==> src/rtl/cfgseq_pkg.sv <==
package cfgseq_pkg;

  typedef enum logic [3:0] {
    ST_IDLE,
    ST_OPEN_W0,
    ST_OPEN_W1BASE,
    ST_OPEN_W1MAP,
    ST_ACCESS,
    ST_READBACK,
    ST_CLOSE_W1BASE,
    ST_CLOSE_W1MAP,
    ST_CLOSE_W0
  } seqState_e;

  typedef enum logic [2:0] {
    SEL_NONE,
    SEL_W0_WIDE,
    SEL_W1_CFG,
    SEL_W1_MAP_CFG,
    SEL_W1_PREF,
    SEL_W1_MAP_MEM,
    SEL_W0_NORMAL
  } regSel_e;

  typedef struct packed {
    logic    loadReq;
    logic    capRead;
    regSel_e regSel;
  } dpStrobe_t;

  localparam logic [1:0] RA_WIN0_BASE = 2'd0;
  localparam logic [1:0] RA_WIN1_BASE = 2'd1;
  localparam logic [1:0] RA_WIN1_MAP  = 2'd2;

endpackage

==> src/rtl/cfgseq_ctrl.sv <==
module cfgseq_ctrl
  import cfgseq_pkg::*;
(
  input  logic      clk,
  input  logic      rst_n,
  input  logic      reqValid,
  input  logic      reqWrite,
  input  logic      reqIllegal,
  input  logic      memAck,
  output dpStrobe_t strobe,
  output logic      regWrEn,
  output logic      memValid,
  output logic      memWrite,
  output logic      busy,
  output logic      reqReady,
  output logic      doneValid,
  output logic      errPulse
);

  seqState_e state, stateNext;
  logic      wrReq;
  logic      accept;

  assign accept = (state == ST_IDLE) && reqValid && !reqIllegal;

  always_comb begin
    stateNext = state;
    case (state)
      ST_IDLE:         if (accept) stateNext = ST_OPEN_W0;
      ST_OPEN_W0:      stateNext = ST_OPEN_W1BASE;
      ST_OPEN_W1BASE:  stateNext = ST_OPEN_W1MAP;
      ST_OPEN_W1MAP:   stateNext = ST_ACCESS;
      ST_ACCESS:       if (memAck) stateNext = wrReq ? ST_READBACK : ST_CLOSE_W1BASE;
      ST_READBACK:     if (memAck) stateNext = ST_CLOSE_W1BASE;
      ST_CLOSE_W1BASE: stateNext = ST_CLOSE_W1MAP;
      ST_CLOSE_W1MAP:  stateNext = ST_CLOSE_W0;
      ST_CLOSE_W0:     stateNext = ST_IDLE;
      default:         stateNext = ST_IDLE;
    endcase
  end

  always_comb begin
    strobe.loadReq = accept;
    strobe.capRead = memAck && ((state == ST_ACCESS && !wrReq) || state == ST_READBACK);
    case (state)
      ST_OPEN_W0:      strobe.regSel = SEL_W0_WIDE;
      ST_OPEN_W1BASE:  strobe.regSel = SEL_W1_CFG;
      ST_OPEN_W1MAP:   strobe.regSel = SEL_W1_MAP_CFG;
      ST_CLOSE_W1BASE: strobe.regSel = SEL_W1_PREF;
      ST_CLOSE_W1MAP:  strobe.regSel = SEL_W1_MAP_MEM;
      ST_CLOSE_W0:     strobe.regSel = SEL_W0_NORMAL;
      default:         strobe.regSel = SEL_NONE;
    endcase
  end

  assign regWrEn  = (strobe.regSel != SEL_NONE);
  assign memValid = (state == ST_ACCESS) || (state == ST_READBACK);
  assign memWrite = (state == ST_ACCESS) && wrReq;
  assign busy     = (state != ST_IDLE);
  assign reqReady = (state == ST_IDLE);

  always_ff @(posedge clk or negedge rst_n) begin
    if (!rst_n) begin
      state     <= ST_IDLE;
      wrReq     <= 1'b0;
      doneValid <= 1'b0;
      errPulse  <= 1'b0;
    end else begin
      state     <= stateNext;
      doneValid <= (state == ST_CLOSE_W0);
      errPulse  <= (state == ST_IDLE) && reqValid && reqIllegal;
      if (accept) wrReq <= reqWrite;
    end
  end

  // register port and memory port never active together
  assert_port_excl_R1: assert property (@(posedge clk) disable iff (!rst_n)
    !(regWrEn && memValid));

  // done arrives only as busy ends
  assert_done_after_busy_R10: assert property (@(posedge clk) disable iff (!rst_n)
    doneValid |-> (!busy && $past(busy)));

  // busy drops only with a completion pulse following
  assert_busy_end_done_R8: assert property (@(posedge clk) disable iff (!rst_n)
    $fell(busy) |-> doneValid);

  // an error pulse never overlaps a running sequence
  assert_err_idle_R7: assert property (@(posedge clk) disable iff (!rst_n)
    errPulse |-> (!busy && !regWrEn && !memValid));

endmodule

==> src/rtl/cfgseq_dpath.sv <==
module cfgseq_dpath
  import cfgseq_pkg::*;
#(
  parameter int          IDX_W       = 9,
  parameter int          ADDR_W      = 32,
  parameter int          DATA_W      = 32,
  parameter int          MAP_W       = 16,
  parameter logic [31:0] CFG_BASE    = 32'h6100_0000,
  parameter logic [31:0] NONMEM_BASE = 32'h4000_0000,
  parameter logic [31:0] PREMEM_BASE = 32'h5000_0000,
  parameter logic [31:0] PREMEM_BUS  = 32'h1000_0000
) (
  input  logic              clk,
  input  logic              rst_n,
  input  dpStrobe_t         strobe,
  input  logic [IDX_W-1:0]  reqBus,
  input  logic [IDX_W-1:0]  reqDevfn,
  input  logic [IDX_W-1:0]  reqOffset,
  input  logic [2:0]        reqSize,
  input  logic [DATA_W-1:0] reqWdata,
  input  logic [DATA_W-1:0] memRdata,
  output logic              reqIllegal,
  output logic [1:0]        regWrAddr,
  output logic [31:0]       regWrData,
  output logic [ADDR_W-1:0] memAddr,
  output logic [2:0]        memSize,
  output logic [DATA_W-1:0] memWdata,
  output logic [DATA_W-1:0] rdData
);

  localparam logic [31:0] BASE_MASK  = 32'hFFF0_0000;
  localparam logic [3:0]  SZ_16M     = 4'd4;
  localparam logic [3:0]  SZ_256M    = 4'd8;
  localparam logic [3:0]  SZ_512M    = 4'd9;
  localparam logic [2:0]  TYPE_CFG   = 3'd5;
  localparam logic [2:0]  TYPE_MEMM  = 3'd6;
  localparam int          SLOT_SPLIT = 12;

  localparam logic [31:0] VAL_W0_WIDE   = (NONMEM_BASE & BASE_MASK) | {24'd0, SZ_512M, 4'b0001};
  localparam logic [31:0] VAL_W0_NORMAL = (NONMEM_BASE & BASE_MASK) | {24'd0, SZ_256M, 4'b0001};
  localparam logic [31:0] VAL_W1_CFG    = (CFG_BASE & BASE_MASK)    | {24'd0, SZ_16M,  4'b0001};
  localparam logic [31:0] VAL_W1_PREF   = (PREMEM_BASE & BASE_MASK) | {24'd0, SZ_256M, 4'b1001};
  localparam logic [15:0] VAL_MAP_MEM   = (PREMEM_BUS[31:16] & 16'hFFF0) | {12'd0, TYPE_MEMM, 1'b0};
  localparam logic [MAP_W-1:0] MAP_CFG  = MAP_W'({TYPE_CFG, 1'b0});

  logic [4:0]        slot;
  logic [2:0]        func;
  logic [31:0]       builtAddr;
  logic [MAP_W-1:0]  builtMap;
  logic [MAP_W-1:0]  mapReg;
  logic [ADDR_W-1:0] addrReg;
  logic [2:0]        sizeReg;
  logic [DATA_W-1:0] wdataReg;
  logic [DATA_W-1:0] rdReg;

  // illegal when any bit above the low byte is set in any field
  assign reqIllegal = (|reqBus[IDX_W-1:8]) || (|reqDevfn[IDX_W-1:8]) ||
                      (|reqOffset[IDX_W-1:8]);

  assign slot = reqDevfn[7:3];
  assign func = reqDevfn[2:0];

  always_comb begin
    builtAddr = '0;
    builtMap  = MAP_CFG;
    if (reqBus[7:0] == 8'd0) begin
      builtAddr[10:8] = func;
      if (int'(slot) > SLOT_SPLIT)
        builtMap = builtMap | (MAP_W'(1) << (slot - 5'd5));
      else
        builtAddr = builtAddr | (32'd1 << ({1'b0, slot} + 6'd11));
    end else begin
      builtAddr[23:16] = reqBus[7:0];
      builtAddr[15:8]  = reqDevfn[7:0];
      builtMap[0]      = 1'b1;
    end
  end

  always_ff @(posedge clk or negedge rst_n) begin
    if (!rst_n) begin
      mapReg   <= '0;
      addrReg  <= '0;
      sizeReg  <= '0;
      wdataReg <= '0;
      rdReg    <= '0;
    end else begin
      if (strobe.loadReq) begin
        mapReg   <= builtMap;
        addrReg  <= ADDR_W'(CFG_BASE) + ADDR_W'(builtAddr) + ADDR_W'(reqOffset[7:0]);
        sizeReg  <= reqSize;
        wdataReg <= reqWdata;
      end
      if (strobe.capRead) rdReg <= memRdata;
    end
  end

  always_comb begin
    regWrAddr = RA_WIN0_BASE;
    regWrData = '0;
    case (strobe.regSel)
      SEL_W0_WIDE:    begin regWrAddr = RA_WIN0_BASE; regWrData = VAL_W0_WIDE;   end
      SEL_W1_CFG:     begin regWrAddr = RA_WIN1_BASE; regWrData = VAL_W1_CFG;    end
      SEL_W1_MAP_CFG: begin regWrAddr = RA_WIN1_MAP;  regWrData = 32'(mapReg);   end
      SEL_W1_PREF:    begin regWrAddr = RA_WIN1_BASE; regWrData = VAL_W1_PREF;   end
      SEL_W1_MAP_MEM: begin regWrAddr = RA_WIN1_MAP;  regWrData = 32'(VAL_MAP_MEM); end
      SEL_W0_NORMAL:  begin regWrAddr = RA_WIN0_BASE; regWrData = VAL_W0_NORMAL; end
      default:        begin regWrAddr = RA_WIN0_BASE; regWrData = '0;            end
    endcase
  end

  assign memAddr  = addrReg;
  assign memSize  = sizeReg;
  assign memWdata = wdataReg;
  assign rdData   = rdReg;

  // the window-1 map write always carries the configuration type
  assert_map_cfg_type_R1: assert property (@(posedge clk) disable iff (!rst_n)
    (strobe.regSel == SEL_W1_MAP_CFG) |-> (regWrData[3:1] == TYPE_CFG));

endmodule

==> src/rtl/cfg_access_seq.sv <==
module cfg_access_seq
  import cfgseq_pkg::*;
#(
  parameter int IDX_W  = 9,
  parameter int ADDR_W = 32,
  parameter int DATA_W = 32
) (
  input  logic              clk,
  input  logic              rst_n,
  input  logic              reqValid,
  output logic              reqReady,
  input  logic              reqWrite,
  input  logic [IDX_W-1:0]  reqBus,
  input  logic [IDX_W-1:0]  reqDevfn,
  input  logic [IDX_W-1:0]  reqOffset,
  input  logic [2:0]        reqSize,
  input  logic [DATA_W-1:0] reqWdata,
  output logic              busy,
  output logic              doneValid,
  output logic              errPulse,
  output logic [DATA_W-1:0] rdData,
  output logic              regWrEn,
  output logic [1:0]        regWrAddr,
  output logic [31:0]       regWrData,
  output logic              memValid,
  output logic              memWrite,
  output logic [ADDR_W-1:0] memAddr,
  output logic [2:0]        memSize,
  output logic [DATA_W-1:0] memWdata,
  input  logic              memAck,
  input  logic [DATA_W-1:0] memRdata
);

  dpStrobe_t strobe;
  logic      reqIllegal;

  cfgseq_ctrl u_ctrl (
    .clk        (clk),
    .rst_n      (rst_n),
    .reqValid   (reqValid),
    .reqWrite   (reqWrite),
    .reqIllegal (reqIllegal),
    .memAck     (memAck),
    .strobe     (strobe),
    .regWrEn    (regWrEn),
    .memValid   (memValid),
    .memWrite   (memWrite),
    .busy       (busy),
    .reqReady   (reqReady),
    .doneValid  (doneValid),
    .errPulse   (errPulse)
  );

  cfgseq_dpath #(
    .IDX_W  (IDX_W),
    .ADDR_W (ADDR_W),
    .DATA_W (DATA_W)
  ) u_dpath (
    .clk        (clk),
    .rst_n      (rst_n),
    .strobe     (strobe),
    .reqBus     (reqBus),
    .reqDevfn   (reqDevfn),
    .reqOffset  (reqOffset),
    .reqSize    (reqSize),
    .reqWdata   (reqWdata),
    .memRdata   (memRdata),
    .reqIllegal (reqIllegal),
    .regWrAddr  (regWrAddr),
    .regWrData  (regWrData),
    .memAddr    (memAddr),
    .memSize    (memSize),
    .memWdata   (memWdata),
    .rdData     (rdData)
  );

  // a waiting access keeps its address and size
  assert_mem_hold_R9: assert property (@(posedge clk) disable iff (!rst_n)
    (memValid && !memAck) |=> (memValid && $stable(memAddr) && $stable(memSize)));

endmodule

==> config.mk <==
export PLATFORM = sky130hd
export DESIGN_NAME = cfg_access_seq
export DESIGN_NICKNAME = d
export VERILOG_FILES = /design/src/rtl/cfgseq_pkg.sv /design/src/rtl/cfgseq_ctrl.sv /design/src/rtl/cfgseq_dpath.sv /design/src/rtl/cfg_access_seq.sv
export SDC_FILE = /design/constraint.sdc
export NUM_CORES = 1
export LEC_CHECK = 0
export BUFFER_PORTS_ARGS = -buffer_cell sky130_fd_sc_hd__buf_2
export CORE_MARGIN = 5
export CORE_UTILIZATION = 48
export DETAILED_ROUTE_END_ITERATION = 7
export PLACE_DENSITY = 0.77
export SYNTH_ARGS = -nofsm -noshare
export SYNTH_HDL_FRONTEND = slang
export SYNTH_SLANG_ARGS = --single-unit
==> constraint.sdc <==
create_clock -name clk -period 2.1 [get_ports clk]
set_input_delay 0.21 -clock clk [delete_from_list [all_inputs] [get_ports clk]]
set_output_delay 0.21 -clock clk [all_outputs]
set_load 0.005 [all_outputs]
==> results of run 1 <==
[cell type report]
cell class	instances	area [µm²]
Timing Repair Buffer	243	1310
Inverter	7	26.3
Sequential cell	121	3030
Clock buffer	21	470
Clock inverter	11	169
Antenna cell	1	2.50
Multi-Input combinational cell	345	2510
Fill cell	925	3820
Tap cell	143	179
[kinds of logic (layout without fill, tap and decap cells)]
logic type / count (synthesis) / after routing
AND/OR/NAND/NOR: 136 / 136
adder cells (fa/ha/maj): 9 / 9
other: 1 / 22
flip-flops: 121 / 121
AO/OA/AOI/OAI: 86 / 86
buffers and inverters: 47 / 282
multiplexers: 70 / 70
XOR/XNOR: 23 / 23
[through the flow]
stage               total power [W]  std cells  setup WS (ps)
finish                      0.00980        892           88.3
global route                 0.0104        892           6.88
CTS                         0.00989        891           36.2
detailed placement          0.00671        855            246
global placement            0.00655        855            317
floorplan                   0.00515        513            246
[worst paths after layout]
kind	end	slack [ps]	from
worst max-delay path	regWrData[0]	90	u_ctrl.state[3]
worst min-delay path	u_dpath.memWdata[28]	30	reqWdata[28]
worst max register to register	u_dpath.mapReg[10]	190	u_ctrl.state[2]
worst min register to register	u_dpath.mapReg[3]	460	u_dpath.mapReg[3]
max in group asynchronous	u_dpath.memAddr[7]	1170	rst_n
min in group asynchronous	u_dpath.memAddr[10]	410	rst_n
[state kept, by name, summed over array words and instances, names as in the netlist]
name,flops
u_dpath.memAddr,32
u_dpath.memWdata,32
u_dpath.rdData,32
u_dpath.mapReg,15
u_ctrl.state,4
u_dpath.memSize,3
u_ctrl.doneValid,1
u_ctrl.errPulse,1
u_ctrl.wrReq,1
[worst max-delay path, cell delays in order, from the launching register on]
cell and delay, ps:
dfrtp_1 450, buf_4 220, xnor2_1 160, o32ai_2 330
a21o_1 130, buf_2 110
[repair_timing]
item,in CTS,in global routing
hold endpoints to repair,124,0
resized for setup,3,1
pin swaps,0,0
hold buffers,4,0
setup endpoints to repair,13,12
[synthesized netlist by cell type (8+ instances only)]
cell / n / area, µm²
mux2_2: 64 / 721
and2_1: 19 / 119
buf_4: 16 / 120
xor2_1: 12 / 105
nand3_1: 8 / 40.0
a21oi_1: 16 / 80.1
nand2_1: 47 / 176
xnor2_1: 11 / 96.3
nor2_1: 16 / 60.1
dfrtp_1: 121 / 3030
ha_1: 8 / 100
clkbuf_1: 14 / 52.6
o21ai_0: 22 / 110
nor3_1: 11 / 55.1
o21ai_1: 9 / 45.0
[layer usage]
metal / track usage, % / wire length [µm]
met1: 26.4 / 6190
met2: 38.0 / 7770
met3: 6.97 / 1000
met4: 7.75 / 307
met5: 0 / 0
[power by group]
group | total (W) | internal (W) | switching [W]
sequential | 0.00370 | 0.00319 | 0.000517
clock | 0.00310 | 0.00208 | 0.00103
combinational | 0.00299 | 0.00159 | 0.00141
==> metrics.yaml, run 1 <==
outcome:
  outcome: "finished clean"
synth:
  synthMuxAreaShare_pct: 13.9
  synth_cell_types: 54
  synth_simple_gate_area_share_pct: 13.1
  synth.avg_cell_area_um2: 11.5
  yosys_warnings: 0
  synth-edff-count: 0
  yosysSeqAreaShare_pct: 53.2
  netlist_area_um2: 5690
  synth_flop_cell: "dfrtp_1"
  syn_inst: 493
  synth_fa_ha_area_share_pct: 2.11
  ys_async_sr_fraction_pct: 100
  synth_seq_cells: 121
  synth_compound_area_share_pct: 9.70
  synth_top_family_by_area: "multiplexers"
  synth_xor_area_share_pct: 3.54
global_routing:
  grt_remaining_overflow: 0
  grt_pass1_vias: 4828
  antenna_found_initial: 1
  grt_pass1_wl_um: 25100
  grt_use_total_pct: 22.2
  grt_max_degree: 122
power_and_ir_drop:
  powerDensity_nw_per_um2: 1270
  leakage_nw: 4.02
  peakVddDrop_v: 0.000509
setup_path:
  crit_path_max_fanout: 13
  cp-end-kind: "primary output"
  reg2reg_depth: 4
  cp-start-kind: "register"
  cp.required_ps: 1890
  critical_path_arrival_ps: 1800
  critPathKind: "register to primary output"
clocking:
  clock_latency_ps: 410
  root_buffer: "clkbuf_16"
  clkTransAtPathRegs_ps: 60
  cts_buffers: 17
  cts_buffer_depth: 2
  numClockSinks: 121
  postCtsSetupRepairBufs: 0
  cts_htree_levels: 4
  cts_tree: "built"
timing:
  worst_slew_pin_slew_ps: 659
  setup_viol: 0
  finalHoldViolCount: 0
  setup_tns_ps: 0
  whs_ps: 28.4
  timing.final.crit_share_pct: 95.8
  relSlewSlack_pct: 56.1
  period_minus_slack_ps: 2010
  max_freq_mhz: 497
  slew_violations: 0
  rsz0062_at_grt: "no"
  finClkSkew_ps: 4.09
floorplanning:
  dieArea_um2: 14100
  rows: 39
  coreArea_um2: 11500
  initial_core_util_pct: 49.4
  die_y_um: 119
  die_width_um: 119
  ios: 239
drt:
  vias_per_cell: 5.16
  drtIter0Drc: 281
  wl_per_cell_um: 17.1
  routed_wl_um: 15300
  vias: 4602
  drt_pass1_iterations: 6
  ant_nets: 0
  drc_errors: 0
finish:
  final_cell_mix: "225 x buf_2, 119 x dfrtp_1, 64 x mux2_2"
  final_util_pct: 66.8
  finalInstanceArea_um2: 7690
  drive_gt1_share_pct: 46.5
  nNetsFinal: 843
  area_growth_pct: 35.3
  final_common_cell: "buf_2"
placement:
  port_buffers: 226
  hpwl_um: 11400
  place_area_um2: 7000
  place_congestion: 0.886
min_path:
  min-delay-path-class: "input port to register"
  min_path_cells: 2
job:
  drv_cap: 0
(Power assumes the default switching activity.)
==> run 2: changes to the inputs <==
- ABC_AREA: default -> 1
- CORE_UTILIZATION: 48 -> 49
==> metrics.yaml, run 2 <==
setup_path:
  critPathSlowestCell: "dfrtp_1"
  worstPathCellList: "inv_1 -> nor2_1 -> inv_1 -> nor2_4 -> nor2_1 -> o211ai_1 -> buf_2"
  cp_top_family: "simple AND/OR/NAND/NOR gates"
  critical_path_arrival_ps: 1800
  path_buf_inv: 3
  cp-start-kind: "register"
  critPathKind: "register to primary output"
  cp.required_ps: 1890
  slowest_delay_ps: 420
  crit_path_max_fanout: 5
  cp-end-kind: "primary output"
timing:
  layout_setup_ws_ps: 94.4
  relSlewSlack_pct: 51.5
  max_freq_mhz: 499
  period_minus_slack_ps: 2010
  setup_tns_ps: 0
  setup_viol: 0
  whs_ps: 13.2
  worst_slew_pin_slew_ps: 727
  slew_violations: 0
  timing.final.crit_share_pct: 95.5
  rsz0062_at_grt: "no"
  finalHoldViolCount: 0
  finClkSkew_ps: 12.4
placement:
  dp_slack_ps: 368
  hpwl_um: 12200
  port_buffers: 226
  place_congestion: 0.882
global_routing:
  grt_pass1_vias: 5547
  grt_use_total_pct: 23.0
  antenna_found_initial: 0
  met1_usage_pct: 27.0
  met3_usage_pct: 5.57
  grt_max_degree: 122
  gr-usage-met2_pct: 40.7
  top_usage_layer: "met2"
  grt_remaining_overflow: 0
  grt_pass1_wl_um: 27200
finish:
  final_cell_mix: "225 x buf_2, 224 x nand2_1, 121 x dfrtp_1"
  area_growth_pct: 36.8
  final_common_cell: "buf_2"
  antenna-diode-count: 0
  nNetsFinal: 1079
  drive_gt1_share_pct: 36.4
synth:
  synth-edff-count: 0
  synth_top_cell_by_area: "dfrtp_1"
  synth_flop_cell: "dfrtp_1"
  yosys-top-cells-count: "224 x nand2_1, 121 x dfrtp_1, 65 x nor2_1"
  synth_top_area_share_pct: 49.6
  syn_inst: 706
  synth.area.top_cells: "dfrtp_1 50%, nand2_1 14%, mux2_2 5.9%"
  netlist_area_um2: 6100
  synth_cell_types: 43
  yosysSeqAreaShare_pct: 49.6
  synth.avg_cell_area_um2: 8.64
  yosys.cell_count.top_type: "nand2_1"
  yosys_warnings: 0
  synth_seq_cells: 121
  ys_async_sr_fraction_pct: 100
outcome:
  outcome: "finished clean"
drt:
  routed_wl_um: 17200
  ant_nets: 0
  drt_pass1_iterations: 4
  vias_per_cell: 4.85
  drc_errors: 0
  vias: 5592
  drtIter0Drc: 359
  wl_per_cell_um: 15.0
clocking:
  clock_latency_ps: 410
  cts_tree: "built"
  cts_buffers: 17
  numClockSinks: 121
  cts_buffer_depth: 2
  cts_htree_levels: 4
  root_buffer: "clkbuf_16"
  clkTransAtPathRegs_ps: 60
power_and_ir_drop:
  leakage_nw: 4.54
  p_total_w: 0.0107
  peakVddDrop_v: 0.000487
  powerDensity_nw_per_um2: 1280
floorplanning:
  die_width_um: 122
  coreArea_um2: 12100
  ios: 239
  dieArea_um2: 14800
  die_y_um: 122
  initial_core_util_pct: 50.4
  rows: 40
min_path:
  min-delay-path-class: "input port to register"
job:
  drv_cap: 0
[run 2: changes by cell type in the layout (fill, tap and decap cells not counted), sizes merged, moves of 9 or more]
cell,previous run,this run
a21oi,17,8
and2,19,0
dlygate4sd3,4,30
inv,7,64
mux2,70,32
nand2,47,241
nand3,9,45
nor2,17,77
o21ai,31,18
o22ai,3,12
[run 2: routing by layer]
layer  part of all wire (%)  up-vias
met5                      0        -
met4                    2.7        0
met3                    6.6       35
met2                     50      221
met1                     40     2578
li1                       -     2758
[run 2: cells by family after synthesis]
group | synth area share, %
AOI/OAI and AO/OA | 4.66
xor gates and xnor gates | 1.29
adders and majority gates | 1.97
buffers and inverters | 7.38
DFF | 49.6
muxes | 5.91
other | 0.0615
and+or+nand+nor | 29.1
[run 2: final cells by class]
cell class                      instances  area [µm²]
Multi-Input combinational cell        507        2710
Tap cell                              168         210
Sequential cell                       121        3030
Fill cell                            1023        3760
Clock inverter                         14         195
Timing Repair Buffer                  261        1520
Clock buffer                           18         439
Inverter                               63         240
[run 2: worst register-to-register path, cell delays in order (launching register included)]
cell and delay [ps]:
dfrtp_1 410, nor2_1 70, inv_1 130, nor2_4 80, nand3_2 80, buf_4 580, nor2_1 180, nand2_1 100
nand2_1 50
[run 2: path summary, 6_finish.rpt]
| path | startpoint | to | slack [ps] | cells past startpoint |
|---|---|---|---|---|
| setup / recovery | u_ctrl.state[2] | regWrData[7] | 90 | 7 |
| hold / removal | reqSize[2] | u_dpath.memSize[2] | 10 | 3 |
| setup reg to reg | u_ctrl.state[0] | u_dpath.memAddr[23] | 310 | 8 |
| hold reg to reg | u_dpath.memAddr[29] | u_dpath.memAddr[29] | 460 | 1 |
| max in group asynchronous | rst_n | u_ctrl.wrReq | 1150 | 3 |
| min in group asynchronous | rst_n | u_dpath.memAddr[5] | 390 | 3 |
[run 2: power by group]
group / total [W] / switching (W) / leakage [nW] / internal, W
Clock: 0.00310 / 0.00108 / 0.311 / 0.00202
Combinational: 0.00356 / 0.00184 / 2.72 / 0.00172
Sequential: 0.00403 / 0.000570 / 1.50 / 0.00346
[run 2: per-stage QoR]
stage | util [%] | cell area, µm² | std cells
after detailed placement | 61.1 | 7400 | 1090
after global routing | 68.9 | 8350 | 1152
after CTS | 68.8 | 8330 | 1152
after floorplan | - | 6170 | 726
final | 68.9 | 8350 | 1152
after global placement | 61.1 | 7400 | 1090
[run 2: timing repair]
item,CTS,global route
endpoints found under the hold margin,150,0
gates resized for setup,1,5
pin swaps,0,0
buffers inserted,0,0
hold buffers,30,0
setup endpoints to repair,2,10
